## config.mk

```make
export PLATFORM = sky130hd
export DESIGN_NAME = rx_status_flags
export DESIGN_NICKNAME = d
export VERILOG_FILES = /design/src/rtl/rxf_pkg.sv /design/src/rtl/rxf_flag_cell.sv /design/src/rtl/rxf_rx_track.sv /design/src/rtl/rxf_irq_gen.sv /design/src/rtl/rx_status_flags.sv
export SDC_FILE = /design/constraint.sdc
export NUM_CORES = 1
export LEC_CHECK = 0
export BUFFER_PORTS_ARGS = -buffer_cell sky130_fd_sc_hd__buf_4
export CAP_MARGIN = 5
export CORE_UTILIZATION = 30
export CTS_CLUSTER_SIZE = 14
export DETAILED_ROUTE_END_ITERATION = 7
export MAX_ROUTING_LAYER = met4
export PLACE_DENSITY_LB_ADDON = 0.15
export SKIP_LAST_GASP = 1
export SLEW_MARGIN = 20
export SYNTH_ARGS = -nofsm -noshare
export SYNTH_HDL_FRONTEND = slang
export SYNTH_HIERARCHICAL = 1
export SYNTH_SLANG_ARGS = --single-unit
```

## constraint.sdc

```tcl
create_clock -name clk -period 1.6 [get_ports clk]
set_input_delay 0.08 -clock clk [delete_from_list [all_inputs] [get_ports clk]]
set_output_delay 0.08 -clock clk [all_outputs]
set_load 0.01 [all_outputs]
```

## src/rtl/rxf_pkg.sv

```systemverilog
package rxf_pkg;
  localparam int unsigned WORD_W   = 32;
  localparam int unsigned NUM_ERR  = 3;
  localparam int unsigned CODE_W   = 5;

  // bit positions inside the flags word
  localparam int unsigned FE_POS   = 26;
  localparam int unsigned OE_POS   = 25;
  localparam int unsigned PE_POS   = 24;
  localparam int unsigned TXE_POS  = 11;
  localparam int unsigned RXR_POS  = 9;
  localparam int unsigned TXR_POS  = 8;

  // index of each error flag inside the error vector / enable vector
  localparam int unsigned IDX_PE   = 0;
  localparam int unsigned IDX_OE   = 1;
  localparam int unsigned IDX_FE   = 2;

  // vector-read source codes
  localparam logic [CODE_W-1:0] CODE_FE = 5'd7;
  localparam logic [CODE_W-1:0] CODE_OE = 5'd9;
  localparam logic [CODE_W-1:0] CODE_PE = 5'd6;

  typedef logic [NUM_ERR-1:0] err_vec_t;
endpackage

```

## src/rtl/rxf_flag_cell.sv

```systemverilog
module rxf_flag_cell #(
  parameter bit AUTO_CLR = 1'b0
) (
  input  logic clk,
  input  logic rst_n,
  input  logic hard_clr,
  input  logic set_ev,
  input  logic w1c,
  input  logic ack,
  input  logic rcv,
  output logic flag_o
);
  logic soft_clr;

  generate
    if (AUTO_CLR) begin : g_auto
      assign soft_clr = w1c | ack | rcv;
    end else begin : g_keep
      assign soft_clr = w1c | ack;
    end
  endgenerate

  always_ff @(posedge clk or negedge rst_n) begin
    if (!rst_n)        flag_o <= 1'b0;
    else if (hard_clr) flag_o <= 1'b0;
    else if (set_ev)   flag_o <= 1'b1;
    else if (soft_clr) flag_o <= 1'b0;
  end
endmodule

```

## src/rtl/rxf_rx_track.sv

```systemverilog
module rxf_rx_track (
  input  logic clk,
  input  logic rst_n,
  input  logic hard_clr,
  input  logic compat_mode,
  input  logic two_stop,
  input  logic rx_xfer,
  input  logic stop1_bad,
  input  logic stop2_bad,
  input  logic parity_bad,
  input  logic rx_buf_rd,
  output logic rx_rdy_o,
  output logic fe_ev_o,
  output logic oe_ev_o,
  output logic pe_ev_o
);
  logic frame_bad;

  assign frame_bad = stop1_bad | (two_stop & ~compat_mode & stop2_bad);
  assign fe_ev_o   = rx_xfer & frame_bad;
  assign oe_ev_o   = rx_xfer & rx_rdy_o & ~rx_buf_rd;
  assign pe_ev_o   = rx_xfer & parity_bad;

  always_ff @(posedge clk or negedge rst_n) begin
    if (!rst_n)         rx_rdy_o <= 1'b0;
    else if (hard_clr)  rx_rdy_o <= 1'b0;
    else if (rx_xfer)   rx_rdy_o <= 1'b1;
    else if (rx_buf_rd) rx_rdy_o <= 1'b0;
  end
endmodule

```

## src/rtl/rxf_irq_gen.sv

```systemverilog
module rxf_irq_gen #(
  parameter int unsigned N = 3
) (
  input  logic [N-1:0] flags,
  input  logic [N-1:0] en,
  output logic         irq
);
  logic [N-1:0] hit;

  for (genvar i = 0; i < N; i++) begin : g_hit
    assign hit[i] = flags[i] & en[i];
  end

  assign irq = |hit;
endmodule

```

## src/rtl/rx_status_flags.sv

```systemverilog
module rx_status_flags
  import rxf_pkg::*;
(
  input  logic              clk,
  input  logic              rst_n,
  input  logic              sw_rst,
  input  logic              mod_rst,
  input  logic              compat_mode,
  input  logic              two_stop,
  input  logic              rx_xfer,
  input  logic              stop1_bad,
  input  logic              stop2_bad,
  input  logic              parity_bad,
  input  logic              rx_buf_rd,
  input  logic              wr_en,
  input  logic [WORD_W-1:0] wr_data,
  input  logic              vec_rd,
  input  logic [CODE_W-1:0] vec_code,
  input  logic [NUM_ERR-1:0] irq_en,
  input  logic              tx_rdy_in,
  input  logic              tx_empty_in,
  output logic [WORD_W-1:0] flags_word,
  output logic              err_irq
);
  logic     hard_clr;
  logic     rx_rdy;
  err_vec_t set_ev, w1c, ack, err_q;
  logic     tx_rdy_q, tx_empty_q;

  assign hard_clr = sw_rst | mod_rst;

  rxf_rx_track u_track (
    .clk        (clk),
    .rst_n      (rst_n),
    .hard_clr   (hard_clr),
    .compat_mode(compat_mode),
    .two_stop   (two_stop),
    .rx_xfer    (rx_xfer),
    .stop1_bad  (stop1_bad),
    .stop2_bad  (stop2_bad),
    .parity_bad (parity_bad),
    .rx_buf_rd  (rx_buf_rd),
    .rx_rdy_o   (rx_rdy),
    .fe_ev_o    (set_ev[IDX_FE]),
    .oe_ev_o    (set_ev[IDX_OE]),
    .pe_ev_o    (set_ev[IDX_PE])
  );

  assign w1c[IDX_FE] = wr_en & wr_data[FE_POS];
  assign w1c[IDX_OE] = wr_en & wr_data[OE_POS];
  assign w1c[IDX_PE] = wr_en & wr_data[PE_POS];

  assign ack[IDX_FE] = vec_rd & (vec_code == CODE_FE);
  assign ack[IDX_OE] = vec_rd & (vec_code == CODE_OE);
  assign ack[IDX_PE] = vec_rd & (vec_code == CODE_PE);

  for (genvar i = 0; i < NUM_ERR; i++) begin : g_err
    rxf_flag_cell #(.AUTO_CLR(i == IDX_FE)) u_cell (
      .clk     (clk),
      .rst_n   (rst_n),
      .hard_clr(hard_clr),
      .set_ev  (set_ev[i]),
      .w1c     (w1c[i]),
      .ack     (ack[i]),
      .rcv     (rx_xfer),
      .flag_o  (err_q[i])
    );
  end

  always_ff @(posedge clk or negedge rst_n) begin
    if (!rst_n) begin
      tx_rdy_q   <= 1'b1;
      tx_empty_q <= 1'b1;
    end else begin
      tx_rdy_q   <= tx_rdy_in;
      tx_empty_q <= tx_empty_in;
    end
  end

  rxf_irq_gen #(.N(NUM_ERR)) u_irq (
    .flags(err_q),
    .en   (irq_en),
    .irq  (err_irq)
  );

  always_comb begin
    flags_word          = '0;
    flags_word[FE_POS]  = err_q[IDX_FE];
    flags_word[OE_POS]  = err_q[IDX_OE];
    flags_word[PE_POS]  = err_q[IDX_PE];
    flags_word[TXE_POS] = tx_empty_q;
    flags_word[RXR_POS] = rx_rdy;
    flags_word[TXR_POS] = tx_rdy_q;
  end
endmodule

```

==> out/metrics.csv <==
metric,value,unit
initial antenna violation count,0,
Die ar.,0.00208,mm^2
clock-pin slew on the worst setup and hold paths,0.05,ns
n_diodes,0,
"area leader, netlist",buf_4,
core footprint,0.00175,mm^2
Max Slew Vio Count,0,
vias in the first global route,402,
IO buf count,32,
Max Cap Viol,0,
worst skew pair latency,0.25,ns
RSZ-0062 raised after global routing,false,
H-Tree Depth,1,
row cnt,15,
top area cells in the synthesized netlist,"buf_4, dfrtp_1, dfstp_2",
global router's overall resource usage,11.8,%
Yosys reg bits,6,
share of cells above drive strength 1,40.6,%
"delay-heaviest family, CP",flip-flops,
CTS buffer count,3,
yosys warns,6,
Post-Synthesis Cells,66,
Filler Cell Count,200,
Critical Path Fanout Max,3,
syn avg cell area,8.63,um^2
Worst Path Arrival,1.22,ns
Clock Skew,0.00646,ns
"commonest cells after routing, fill and taps aside","buf_4, conb_1, inv_1",
setup TNS,0,ns
CP Class,flop to output pin,
"most common cell after layout, fill and taps aside",buf_4,
Util after Layout,44.3,%
final hold violations,0,
crit-path cells,"a222oi_1, inv_1, buf_4",
number of vias per cell,3.55,
Via Count,447,
DRC violations left,0,
final net count,157,
final wirelength,1090,um
CTS tree,yes,
crit path buf inv count,2,
Mapped Area,569,um^2
post-synth top area share,38.2,%
Max Clk Rate,0.772,GHz
drt pass-1 iters,4,
worst vdd ir,0.339,mV
Final ANT Viol Nets,0,
P_leak,0.419,nW
CTS Hold Bufs,3,
worst endpoint required time,1.52,ns
initial core utilization,32.6,%
Area Growth Syn to Fin,35.8,%
Die W,45.6,um
sequential share of the synthesized area,26.8,%
largest net degree at the start of global routing,7,
DP Wirelength,912,um
Yosys cell types,19,
WL/cell,8.61,um
Setup Buffers After CTS,0,
IO Pins,88,
CTS root buf,clkbuf_4,
die height,45.6,um
CTS max path bufs,2,
CP endpoint kind,output pin,
"Period Utilization, post-route",81.0,%
post-cts gate resize count,0,
first-pass GRT wire length,1610,um
total grt overflow,0,
DRT iter0 DRCs,11,
clock period minus worst slack,1.30,ns
Hold/Removal Path Class,input pin to flop,
clock sink count,6,
PwrDens,564,mW/mm^2
status,"complete, no violations",
Final GP Congestion,0.650,
final setup vio count,0,
CP max-delay cell,dfrtp_1,
crit start category,flop,
CP max stage delay,0.40,ns
path summary, 6_finish.rpt:
kind	cells past startpoint	from	to	slack, ns
worst max-delay path	3	g_err[0].u_cell/flag_o$_DFFE_PN0P_	err_irq	0.30
worst min-delay path	3	rx_xfer	g_err[2].u_cell/flag_o$_DFFE_PN0P_	0.12
worst max register to register	2	g_err[2].u_cell/flag_o$_DFFE_PN0P_	g_err[2].u_cell/flag_o$_DFFE_PN0P_	0.55
worst min register to register	2	u_track/rx_rdy_o$_DFFE_PN0P_	u_track/rx_rdy_o$_DFFE_PN0P_	0.59
max in group asynchronous	2	rst_n	tx_rdy_q$_DFF_PN1_	1.21
min in group asynchronous	2	rst_n	g_err[1].u_cell/flag_o$_DFFE_PN0P_	0.18
synth_stat cells:
| library cell | count |
|---|---|
| nand2_1 | 2 |
| a222oi_1 | 1 |
| a21oi_1 | 5 |
| dfrtp_1 | 4 |
| buf_4 | 29 |
| or2_2 | 1 |
| dfstp_2 | 2 |
| nand2b_4 | 1 |
| nor2_1 | 2 |
| nand3b_1 | 1 |
| nand2b_1 | 1 |
| nand4bb_1 | 1 |
| conb_1 | 1 |
| and2_1 | 4 |
| or4b_1 | 1 |
| or3b_1 | 2 |
| nor4_2 | 1 |
| inv_1 | 6 |
| nor3b_2 | 1 |
tightest hold or removal path: stages:
cell	delay, ns
buf_4	0.09
or4b_1	0.10
a21oi_1	0.06
power by group:
part / total (W) / internal (W) / switching, W
Sequential: 0.000163 / 0.000160 / 0.00000358
Combinational: 0.000121 / 0.0000636 / 0.0000576
Clock: 0.000152 / 0.0000946 / 0.0000570
Total: 0.000436 / 0.000318 / 0.000118
metal layers:
layer | global-route usage (%) | vias to the layer above | routed length, um
met2 | 18.3 | 36 | 543
met5 | - | - | 0
met4 | 9.09 | 0 | 0
li1 | - | 224 | -
met1 | 13.0 | 187 | 414
met3 | 2.38 | 0 | 128
cell families after synthesis:
| group | share of synthesized area (%) |
|---|---|
| compound gates | 6.15 |
| flops | 26.8 |
| simple gates | 24.2 |
| buf+inv | 42.2 |
| other cells | 0.659 |
metrics by stage:
step	total power [W]	hold WS [ns]	std cells	setup slack, ns	instance area (um^2)
6_report	0.000436	0.119	126	0.304	773
5_1_grt	0.000469	0.115	126	0.233	773
4_1_cts	0.000446	0.109	126	0.271	773
3_5_place_dp	0.000281	-0.108	119	0.477	717
3_3_place_gp	0.000279	-0.111	119	0.477	717
2_1_floorplan	0.000267	-0.216	91	0.580	663
flip-flops by register name, summed over array words and instances, names as in the netlist:
| name | flops |
|---|---|
| g_err.u_cell/flag_o | 3 |
| tx_empty_q | 1 |
| tx_rdy_q | 1 |
| u_track/rx_rdy_o | 1 |
area by class of cell:
type,count,area [um^2],area share (%)
flip-flops and latches,6,153,19.7
multi-input cells,50,270,35.0
inverters,6,22.5,2.91
clock buffers,4,26.3,3.40
well taps,25,31.3,4.05
repair buffers,35,270,35.0
Power figures use the tool's default switching activity.
